<file path="src/rtl/blit_pkg.sv">
package blit_pkg;

  typedef enum logic [2:0] {S_IDLE, S_RD, S_CAP, S_ACC, S_WR} xfer_st_e;

  typedef struct packed {
    logic [7:0] r;
    logic [7:0] g;
    logic [7:0] b;
    logic [7:0] a;
  } rgba_t;

  function automatic logic [2:0] px_bytes(logic [2:0] fmt);
    case (fmt)
      3'd0:    return 3'd4;
      3'd1:    return 3'd3;
      default: return 3'd2;
    endcase
  endfunction

  function automatic rgba_t px_decode(logic [2:0] fmt, logic [31:0] raw);
    rgba_t p;
    case (fmt)
      3'd0: p = raw;
      3'd1: p = {raw[23:0], 8'hff};
      3'd2: p = {raw[15:11], raw[15:13], raw[10:5], raw[10:9], raw[4:0], raw[4:2], 8'hff};
      3'd3: p = {raw[15:11], raw[15:13], raw[10:6], raw[10:8], raw[5:1], raw[5:3], {8{raw[0]}}};
      default: p = {raw[15:12], raw[15:12], raw[11:8], raw[11:8],
                    raw[7:4], raw[7:4], raw[3:0], raw[3:0]};
    endcase
    return p;
  endfunction

  function automatic logic [31:0] px_encode(logic [2:0] fmt, rgba_t p);
    case (fmt)
      3'd0: return p;
      3'd1: return {8'h00, p.r, p.g, p.b};
      3'd2: return {16'h0, p.r[7:3], p.g[7:2], p.b[7:3]};
      3'd3: return {16'h0, p.r[7:3], p.g[7:3], p.b[7:3], p.a[7]};
      default: return {16'h0, p.r[7:4], p.g[7:4], p.b[7:4], p.a[7:4]};
    endcase
  endfunction

endpackage

</file>
<file path="src/rtl/blit_offset.sv">
module blit_offset #(
  parameter int CW  = 8,
  parameter int OFW = 2*CW+3
) (
  input  logic [CW-1:0]  x_i,
  input  logic [CW-1:0]  y_i,
  input  logic [CW-1:0]  w_i,
  input  logic           tiled_i,
  input  logic [2:0]     bpp_i,
  output logic [OFW-1:0] off_o
);
  localparam int IW = 2*CW;

  logic [IW-1:0] row_px, idx;
  logic [5:0]    morton;

  assign morton = {y_i[2], x_i[2], y_i[1], x_i[1], y_i[0], x_i[0]};

  always_comb begin
    if (tiled_i) begin
      row_px = IW'({y_i[CW-1:3], 3'b000}) * IW'(w_i);
      idx    = row_px + IW'({x_i[CW-1:3], 6'b0}) + IW'(morton);
    end else begin
      row_px = IW'(y_i) * IW'(w_i);
      idx    = row_px + IW'(x_i);
    end
    off_o = OFW'(idx) * OFW'(bpp_i);
  end
endmodule

</file>
<file path="src/rtl/blit_accum.sv">
module blit_accum
  import blit_pkg::*;
(
  input  logic       clk_i,
  input  logic       rst_ni,
  input  logic       clr_i,
  input  logic       add_i,
  input  rgba_t      px_i,
  input  logic [1:0] sh_i,
  output rgba_t      avg_o
);
  logic [3:0][7:0] px_ch, avg_ch;

  assign px_ch = px_i;
  assign avg_o = rgba_t'(avg_ch);

  for (genvar c = 0; c < 4; c++) begin : g_ch
    logic [9:0] acc_q;
    always_ff @(posedge clk_i or negedge rst_ni) begin
      if (!rst_ni)    acc_q <= '0;
      else if (clr_i) acc_q <= '0;
      else if (add_i) acc_q <= acc_q + 10'(px_ch[c]);
    end
    assign avg_ch[c] = 8'(acc_q >> sh_i);
  end
endmodule

</file>
<file path="src/rtl/blit_xfer.sv">
module blit_xfer
  import blit_pkg::*;
#(
  parameter int AW = 20,
  parameter int CW = 8
) (
  input  logic          clk_i,
  input  logic          rst_ni,
  input  logic          start_i,
  input  logic [AW-1:0] src_base_i,
  input  logic [AW-1:0] dst_base_i,
  input  logic [CW-1:0] in_w_i,
  input  logic [CW-1:0] in_h_i,
  input  logic [CW-1:0] out_w_i,
  input  logic [CW-1:0] out_h_i,
  input  logic [2:0]    in_fmt_i,
  input  logic [2:0]    out_fmt_i,
  input  logic          lin_in_i,
  input  logic          keep_layout_i,
  input  logic          flip_i,
  input  logic [1:0]    scale_i,
  output logic          busy_o,
  output logic          done_o,
  output logic          err_o,
  output logic [AW-1:0] mem_addr_o,
  output logic          mem_rd_o,
  output logic          mem_wr_o,
  output logic [7:0]    mem_wdata_o,
  input  logic [7:0]    mem_rdata_i
);
  localparam int OFW = 2*CW+3;

  xfer_st_e        st_q;
  logic [AW-1:0]   src_base_q, dst_base_q;
  logic [CW-1:0]   in_w_q, ow_q, oh_q, x_q, y_q;
  logic [2:0]      in_fmt_q, out_fmt_q;
  logic            src_tiled_q, dst_tiled_q, flip_q, hs_q, vs_q;
  logic [1:0]      k_q, b_q;
  logic [3:0][7:0] buf_q;

  logic            reject, hs_n, vs_n;
  logic [CW-1:0]   ow_n, oh_n, ix, iy, oy;
  logic [2:0]      sbpp, dbpp;
  logic [OFW-1:0]  src_off, dst_off;
  logic [4:0]      k_ofs;
  logic [AW-1:0]   src_addr, dst_addr;
  logic [1:0]      last_k, acc_sh;
  logic            rd_last, wr_last, acc_clr;
  rgba_t           px_in, px_avg;
  logic [31:0]     enc;

  assign reject = (scale_i == 2'd3) | (lin_in_i & (scale_i != 2'd0)) |
                  (in_w_i == '0) | (in_h_i == '0) | (out_w_i == '0) | (out_h_i == '0) |
                  (in_fmt_i > 3'd4) | (out_fmt_i > 3'd4);
  assign hs_n = scale_i != 2'd0;
  assign vs_n = scale_i == 2'd2;
  assign ow_n = out_w_i >> hs_n;
  assign oh_n = out_h_i >> vs_n;

  assign sbpp = px_bytes(in_fmt_q);
  assign dbpp = px_bytes(out_fmt_q);
  assign ix   = x_q << hs_q;
  assign iy   = y_q << vs_q;
  // mirror after the source row has been derived
  assign oy   = flip_q ? (oh_q - CW'(1) - y_q) : y_q;

  blit_offset #(.CW(CW), .OFW(OFW)) u_src_off (
    .x_i(ix), .y_i(iy), .w_i(in_w_q), .tiled_i(src_tiled_q), .bpp_i(sbpp), .off_o(src_off)
  );
  blit_offset #(.CW(CW), .OFW(OFW)) u_dst_off (
    .x_i(x_q), .y_i(oy), .w_i(ow_q), .tiled_i(dst_tiled_q), .bpp_i(dbpp), .off_o(dst_off)
  );

  assign k_ofs    = 5'(k_q) * 5'(sbpp);
  assign src_addr = src_base_q + AW'(src_off) + AW'(k_ofs) + AW'(b_q);
  assign dst_addr = dst_base_q + AW'(dst_off) + AW'(b_q);
  assign last_k   = {vs_q, hs_q};
  assign acc_sh   = {vs_q, hs_q & ~vs_q};
  assign rd_last  = {1'b0, b_q} == sbpp - 3'd1;
  assign wr_last  = {1'b0, b_q} == dbpp - 3'd1;
  assign acc_clr  = (st_q == S_IDLE) | ((st_q == S_WR) & wr_last);
  assign px_in    = px_decode(in_fmt_q, buf_q);

  blit_accum u_accum (
    .clk_i(clk_i), .rst_ni(rst_ni), .clr_i(acc_clr), .add_i(st_q == S_ACC),
    .px_i(px_in), .sh_i(acc_sh), .avg_o(px_avg)
  );

  assign enc         = px_encode(out_fmt_q, px_avg);
  assign busy_o      = st_q != S_IDLE;
  assign mem_rd_o    = st_q == S_RD;
  assign mem_wr_o    = st_q == S_WR;
  assign mem_addr_o  = mem_wr_o ? dst_addr : src_addr;
  assign mem_wdata_o = enc[{b_q, 3'b000} +: 8];

  always_ff @(posedge clk_i or negedge rst_ni) begin
    if (!rst_ni) begin
      st_q <= S_IDLE;
      src_base_q <= '0; dst_base_q <= '0;
      in_w_q <= '0; ow_q <= '0; oh_q <= '0; x_q <= '0; y_q <= '0;
      in_fmt_q <= '0; out_fmt_q <= '0;
      src_tiled_q <= 1'b0; dst_tiled_q <= 1'b0; flip_q <= 1'b0; hs_q <= 1'b0; vs_q <= 1'b0;
      k_q <= '0; b_q <= '0; buf_q <= '0;
      done_o <= 1'b0; err_o <= 1'b0;
    end else begin
      done_o <= 1'b0;
      err_o  <= 1'b0;
      case (st_q)
        S_IDLE: if (start_i) begin
          if (reject) err_o <= 1'b1;
          else begin
            src_base_q  <= src_base_i;
            dst_base_q  <= dst_base_i;
            in_w_q      <= in_w_i;
            ow_q        <= ow_n;
            oh_q        <= oh_n;
            in_fmt_q    <= in_fmt_i;
            out_fmt_q   <= out_fmt_i;
            src_tiled_q <= ~lin_in_i;
            dst_tiled_q <= lin_in_i ^ keep_layout_i;
            flip_q      <= flip_i;
            hs_q        <= hs_n;
            vs_q        <= vs_n;
            x_q <= '0; y_q <= '0; k_q <= '0; b_q <= '0;
            if (ow_n == '0 || oh_n == '0) done_o <= 1'b1;
            else st_q <= S_RD;
          end
        end
        S_RD: st_q <= S_CAP;
        S_CAP: begin
          buf_q[b_q] <= mem_rdata_i;
          if (rd_last) begin b_q <= '0; st_q <= S_ACC; end
          else begin b_q <= b_q + 2'd1; st_q <= S_RD; end
        end
        S_ACC: begin
          if (k_q == last_k) begin k_q <= '0; st_q <= S_WR; end
          else begin k_q <= k_q + 2'd1; st_q <= S_RD; end
        end
        S_WR: begin
          if (wr_last) begin
            b_q  <= '0;
            st_q <= S_RD;
            if (x_q == ow_q - CW'(1)) begin
              x_q <= '0;
              if (y_q == oh_q - CW'(1)) begin
                st_q   <= S_IDLE;
                done_o <= 1'b1;
              end else y_q <= y_q + CW'(1);
            end else x_q <= x_q + CW'(1);
          end else b_q <= b_q + 2'd1;
        end
        default: st_q <= S_IDLE;
      endcase
    end
  end
endmodule

</file>
<file path="config.mk">
export PLATFORM = sky130hd
export DESIGN_NAME = blit_xfer
export DESIGN_NICKNAME = d
export VERILOG_FILES = /design/src/rtl/blit_pkg.sv /design/src/rtl/blit_offset.sv /design/src/rtl/blit_accum.sv /design/src/rtl/blit_xfer.sv
export SDC_FILE = /design/constraint.sdc
export NUM_CORES = 1
export LEC_CHECK = 0
export BUFFER_PORTS_ARGS = -buffer_cell sky130_fd_sc_hd__buf_2
export CORE_MARGIN = 2
export CORE_UTILIZATION = 35
export CTS_CLUSTER_DIAMETER = 80
export DETAILED_ROUTE_END_ITERATION = 10
export PLACE_DENSITY = 0.54
export SETUP_SLACK_MARGIN = 0.02
export SYNTH_ARGS = -nofsm -noshare
export SYNTH_HDL_FRONTEND = slang
export SYNTH_SLANG_ARGS = --single-unit
</file>
<file path="constraint.sdc">
create_clock -name clk_i -period 13.75 [get_ports clk_i]
set_input_delay 0 -clock clk_i [delete_from_list [all_inputs] [get_ports clk_i]]
set_output_delay 0 -clock clk_i [all_outputs]
set_load 0.01 [all_outputs]
</file>
* Word level (Yosys, flattened, before mapping)
Index checks and enable logic that the tools add are counted.
Widths: inputs -> output; s select.
** Word-level totals
- Register bits after elaboration :: 172
- Bits in latches :: 0
- RAM bits :: 0
- ROM bits :: 0
- Input bits :: 94
- Output and inout bits :: 33
- Logic and storage cells :: 186
- Memories kept :: 0
** Operators by class
- Add/subtract/negate cells :: 24
- Multipliers :: 7
- Div/mod/pow operators :: 0
- $lt $le $gt $ge :: 4
- Eq/ne operators :: 23
- Shifts and indexed selects :: 9
- Muxes and demuxes :: 54
- Bitwise operators :: 15
- Reductions and logical operators :: 23
** Operators with widths (number)
- $pmux 32 s4 :: 2
- $mux 10 :: 8
- $mux 8 :: 9
- $logic_not 8->1 :: 6
- $add 10x8->10 :: 4
- $add 20x19->20 :: 2
- $add 20x2->20 :: 2
- $shr 10x2->8 :: 4
- $mul 16x3->19 :: 2
- $add 16x11->16 :: 2
- $add 16x6->16 :: 2
- $add 16x8->16 :: 2
- $bwmux 32 :: 1
- $mul 8x8->16 :: 2
- $mux 16 :: 2
- $pmux 8 s2 :: 2
- $shiftx 32x6->8 :: 1
- $mul 5x8->13 :: 2
- $add 20x5->20 :: 1
- $mux 20 :: 1
- $eq 3x2->1 const B :: 6
- $add 8x1->8 const B :: 2
- $demux 8 s2 :: 1
- $eq 8x8->1 :: 2
- 37 further kinds :: 91

* Logic depth before layout (Yosys ltp)
- Depth in word-level cells :: 12
- Depth in mapped cells :: 43
- Depth with buffers taken out :: 43

* Cells and area by module
A second synthesis with hierarchy kept.
** Second synthesis, totals
- Cells, all modules :: 2971
- Area, all modules :: 24820.1 µm²
** By module, submodules not included
- blit_xfer :: instances 1, cells an instance 1295, area an instance 10627.7 µm², sequential area each 3303.2 µm²
- blit_offset (u_src_off) :: instances 1, cells an instance 641, area an instance 5227.5 µm², sequential area each 0.0 µm²
- blit_offset (u_dst_off) :: instances 1, cells an instance 616, area an instance 5041.1 µm², sequential area each 0.0 µm²
- blit_accum :: instances 1, cells an instance 419, area an instance 3923.8 µm², sequential area each 1001.0 µm²

* Worst setup path before layout
No wires, ideal clock.
- Path type :: reg-to-output
- Start :: register oh_q[0]
- End :: output mem_addr_o[19]
- Arrival time :: 9.640 ns
- Required time :: 13.750 ns
- Path slack :: 4.110 ns
- Cell stages (with the launch flop) :: 44
- Path buffers :: 0
- Path through :: dfrtp_1 > inv_1 > ha_1 > inv_1 > ha_1 > nor2b_1 > o21ai_0 > a21boi_0 > o21ai_0 > a21boi_0 > o21a_1 > o211a_1 > or4_1 > fa_1 > inv_1 > fa_1 > inv_1 > fa_1 > [... 8 more ...] > o21a_1 > o21ai_0 > xnor2_1 > o21ai_0 > nor2_1 > fa_1 > inv_1 > fa_1 > inv_1 > ha_1 > a21o_1 > a31oi_1 > o21ai_0 > a2111oi_0 > o21ai_0 > a31oi_1 > xor2_1 > a21oi_1
** Between the ends
- Longest elaborated chain between the ends :: 11
- Elaborated cells between the ends (all ways) :: 13
- Classes of those cells :: 7 x add/sub; 3 x mul; 3 x mux
** Ends and longest elaborated chain
- start, declared :: RTL line blit_xfer.sv:35 : logic [CW-1:0] in_w_q, ow_q, oh_q, x_q, y_q;
- start signal, assigned :: RTL line blit_xfer.sv:116 : oh_q <= oh_n;
- $sub 8x1->8 * :: RTL line blit_xfer.sv:65 : assign oy = flip_q ? (oh_q - CW'(1) - y_q) : y_q;
- $sub 8x8->8 * :: RTL line blit_xfer.sv:65
- $mux 8 * :: RTL line blit_xfer.sv:65
- $mul 5x8->13 :: RTL line blit_offset.sv:21 : row_px = IW'({y_i[CW-1:3], 3'b000}) * IW'(w_i);
- $add 16x11->16 :: RTL line blit_offset.sv:22 : idx = row_px + IW'({x_i[CW-1:3], 6'b0}) + IW'(morton);
- $add 16x6->16 :: RTL line blit_offset.sv:22
- $mux 16 * :: RTL line blit_offset.sv:20 : if (tiled_i) begin
- $mul 16x3->19 * :: RTL line blit_offset.sv:27 : off_o = OFW'(idx) * OFW'(bpp_i);
- $add 20x19->20 * :: RTL line blit_xfer.sv:76 : assign dst_addr = dst_base_q + AW'(dst_off) + AW'(b_q);
- $add 20x2->20 * :: RTL line blit_xfer.sv:76
- $mux 20 * :: RTL line blit_xfer.sv:93 : assign mem_addr_o = mem_wr_o ? dst_addr : src_addr;
- end, declared :: RTL line blit_xfer.sv:25 : output logic [AW-1:0] mem_addr_o,
Mark *: on every way between the ends. The rest lies on a longest branch, timed or not.

* Final worst setup path
Same ends and word-level chain as after synthesis.

==> summary.log <==
INFO  timing         final.setup_skew=0.0168ns
INFO  floorplan      fp.dieArea=68600um2
INFO  synthesis      cell_with_the_most_instances_after_synthesis=sky130_fd_sc_hd__nand2_1
INFO  global_route   first_global_vias=20338
INFO  clock_tree     cts.sink_count=172
INFO  synthesis      synth.top_cell.area_share=18.5%
INFO  clock_tree     cts_tree=done
INFO  layout         finalInstanceArea=26200um2
INFO  synthesis      yosysTopAreaCell=sky130_fd_sc_hd__dfrtp_1
INFO  global_route   gr-total-overflow=0
INFO  synthesis      post_synthesis_cell_type_count=79
INFO  synthesis      synthTopCellsByArea=sky130_fd_sc_hd__dfrtp_1 (18%), sky130_fd_sc_hd__fa_1 (17%), sky130_fd_sc_hd__ha_1 (13%)
INFO  critical_path  critical-path-slowest-cell=sky130_fd_sc_hd__nor4b_1
INFO  routing        totalWireLength=67.8mm
INFO  global_route   groute.usage.overall=20.5%
INFO  worst_hold_path hold_class=in -> reg
INFO  placed_design  number_of_i_o_port_buffers=126
INFO  critical_path  ff2ff_path_depth=8
INFO  critical_path  criticalPathCategory=reg -> out
INFO  placed_design  finalWeightedCongestion=0.893
INFO  floorplan      die_ht=262um
INFO  critical_path  regToRegSetupSlack=9.64ns
INFO  timing         fin_crit_sh=85.6%
INFO  global_route   grt_start_max_net_pins=107
INFO  clock_tree     cts_clock_pin_slew_for_the_worst_setup_and_hold_paths=0.08ns
INFO  run_status     run_status=completed
INFO  critical_path  worst_setup_path_endpoint=mem_addr_o[19]
INFO  floorplan      floorplan.initialDensity=35.4%
INFO  synthesis      post_synth_inst_count=2796
INFO  critical_path  reg_to_reg_critical_path_endpoint=y_q[4]$_DFFE_PN0P_
INFO  routing        drt_pre_antenna_iters=5
INFO  layout         syn2layout_area_growth=12.5%
INFO  timing         timing_hold_violations_final=0
INFO  critical_path  critical-path-max-stage-delay=0.73ns
INFO  synthesis      synth_async_sr_flop_share=100%
INFO  synthesis      synthesis.nets=3323
INFO  timing         worst_slew_pin_slew=1.15ns
INFO  routing        via_per_inst=5.22
INFO  clock_tree     htree_depth=4
INFO  timing         maxSlewHeadroom=23.1%
INFO  clock_tree     insertion_delay=0.50ns
INFO  clock_tree     number_of_buffers_created_by_cts=17
INFO  clock_tree     clockBufferDepth=2
INFO  layout         drive_above_1_share=8.87%
INFO  synthesis      postSynthAreaPerCell=8.33um2
INFO  synthesis      syn-cell-area=23300um2
INFO  timing         fin_crit=11.77ns
INFO  routing        routed-via-count=19864
INFO  timing         fmax=0.0850GHz
INFO  critical_path  setup_crit_end_kind=output port
INFO  routing        routed_wire_length_per_instance=17.8um
INFO  synthesis      synth.yosys.seq_area_share=18.5%
INFO  routing        dr.first_iter.drc_count=1086
INFO  critical_path  crit_required=13.75ns
INFO  timing         tns=0ns
INFO  placed_design  post-dp-hpwl=53.9mm
INFO  critical_path  rr_startpoint=out_fmt_q[1]$_DFFE_PN0P_
INFO  clock_tree     cts.root.buffer_cell=sky130_fd_sc_hd__clkbuf_16
INFO  critical_path  crit_arrival=11.77ns
INFO  layout         finalNetCount=3458
INFO  timing         final-setup-viol-count=0
INFO  clock_tree     post-cts-setup-buffer-count=0
INFO  synthesis      synthFlopType=sky130_fd_sc_hd__dfrtp_1
INFO  critical_path  worstPathMaxFanout=6
INFO  floorplan      design.portCount=127
INFO  critical_path  worst_setup_path_startpoint=oh_q[0]$_DFFE_PN0P_
INFO  floorplan      floorplan.core_area=65900um2
INFO  critical_path  critical_path.startpoint_type=flip-flop
INFO  timing         report.final.slew_viol_count=0
INFO  floorplan      die_width=262um
INFO  floorplan      placement_rows=94
INFO  global_route   grt_first_pass_wirelength=110mm
INFO  routing        detail_route.drc_violations=0
INFO  global_route   antenna_found_initial=0
INFO  timing         rsz0062_at_grt=false
INFO  synthesis      synth_enable_flop_cells=0
INFO  run            maxCapViolCount=0
INFO  routing        antenna_violating_nets_remaining=0
INFO  synthesis      synth_seq_cells=172
INFO  placed_design  placement.cell_area=24700um2
INFO  synthesis      synth_commonest_cells=sky130_fd_sc_hd__nand2_1 (394), sky130_fd_sc_hd__inv_1 (349), sky130_fd_sc_hd__ha_1 (234)
INFO  synthesis      synth_warnings=0
==> kinds of logic after synthesis <==
group                    synth area share (%)
multiplexers                             7.04
flip-flops                               18.5
AO/OA/AOI/OAI                            14.4
buffers and inverters                    7.65
adder cells (fa/ha/maj)                  29.7
XOR/XNOR                                 4.74
AND/OR/NAND/NOR                          18.0
==> critical path, delay by kind of cell (launching register included) <==
family,cells,cell delay (ns)
and+or+nand+nor,7,1.84
buffers and inverters,7,0.54
xor gates and xnor gates,3,0.39
DFF,1,0.41
adders and majority gates,10,4.15
AOI/OAI and AO/OA,15,3.96
==> worst min path at each step <==
stage                   startpoint                         end  slack, ns  cells past startpoint
floorplan                   rst_ni          b_q[0]$_DFFE_PN0P_      -0.30                      0
global placement    src_base_i[18]  src_base_q[18]$_DFFE_PN0P_       0.19                      3
detailed placement  src_base_i[18]  src_base_q[18]$_DFFE_PN0P_       0.19                      3
CTS                     out_w_i[0]             err_o$_DFF_PN0_       0.02                      3
global route            out_w_i[0]             err_o$_DFF_PN0_       0.08                      3
finish                  out_w_i[0]             err_o$_DFF_PN0_       0.06                      3
==> stage by stage <==
stage	util (%)	std cells	hold WS, ns	setup WS (ns)
CTS	39.8	3808	0.0235	1.98
floorplan	-	2796	-0.296	4.11
detailed placement	37.5	3687	0.193	2.61
global placement	37.5	3687	0.192	2.78
global route	39.8	3808	0.0785	1.08
finish	39.8	3809	0.0589	1.98
==> what timing repair did <==
| action | CTS | global route |
|---|---|---|
| resized for setup | 0 | 0 |
| hold endpoints to repair | 212 | 0 |
| hold buffers | 89 | 0 |
| endpoints found under the setup margin | 0 | 0 |
==> layer usage <==
metal  wire [um]  share of wire (%)  track usage, %
met5           0                  0               0
met4        2170                3.2            7.28
met3        3230                4.8            3.27
met2       31300                 46            33.4
met1       31100                 46            27.5
==> state kept, by name (all words and copies together) (netlist names), 8 cells and up <==
name / flops
u_accum.g_ch.acc_q: 40
buf_q: 32
dst_base_q: 20
src_base_q: 20
in_w_q: 8
oh_q: 8
ow_q: 8
x_q: 8
y_q: 8
==> cells in the final DEF (no fill, tap or decap), types with 7 or more instances in the layout <==
cell / count
sky130_fd_sc_hd__clkinv_8: 7
sky130_fd_sc_hd__a21boi_0: 12
sky130_fd_sc_hd__o31ai_1: 13
sky130_fd_sc_hd__xnor2_1: 76
sky130_fd_sc_hd__and2_1: 61
sky130_fd_sc_hd__nand3_1: 54
sky130_fd_sc_hd__buf_2: 125
sky130_fd_sc_hd__or2_2: 7
sky130_fd_sc_hd__nor3_1: 36
sky130_fd_sc_hd__inv_1: 349
sky130_fd_sc_hd__o22ai_1: 18
sky130_fd_sc_hd__ha_1: 234
sky130_fd_sc_hd__a21oi_1: 157
sky130_fd_sc_hd__nand4_1: 9
sky130_fd_sc_hd__a211o_1: 7
sky130_fd_sc_hd__mux2_2: 52
sky130_fd_sc_hd__xor2_1: 50
sky130_fd_sc_hd__buf_4: 15
sky130_fd_sc_hd__mux2i_1: 85
sky130_fd_sc_hd__and3_1: 13
sky130_fd_sc_hd__nand2b_1: 37
sky130_fd_sc_hd__dlygate4sd3_1: 89
sky130_fd_sc_hd__nand3b_1: 8
sky130_fd_sc_hd__o21a_1: 20
sky130_fd_sc_hd__o21bai_1: 15
sky130_fd_sc_hd__dfrtp_1: 170
sky130_fd_sc_hd__a31oi_1: 16
sky130_fd_sc_hd__nor2b_1: 46
sky130_fd_sc_hd__clkbuf_16: 17
sky130_fd_sc_hd__or3_1: 14
sky130_fd_sc_hd__nor4_1: 13
sky130_fd_sc_hd__a211oi_1: 15
sky130_fd_sc_hd__a21o_1: 33
sky130_fd_sc_hd__nand2_1: 394
sky130_fd_sc_hd__o21ai_0: 178
sky130_fd_sc_hd__mux4_2: 9
sky130_fd_sc_hd__fa_1: 199
sky130_fd_sc_hd__nor2_1: 176
==> area by class of cell <==
cell class | instances | area, um2
diodes | 1 | 2.50
inverters | 350 | 1310
clock buffers | 17 | 425
multi-input cells | 2160 | 17200
fillers | 6680 | 39700
repair buffers | 230 | 1640
flip-flops and latches | 172 | 4310
well taps | 864 | 1080
clock inverters | 15 | 194
Power is left out: the tool's default activity adds up to more than one toggle a clock period on the data nets, which glitch-free logic cannot reach.
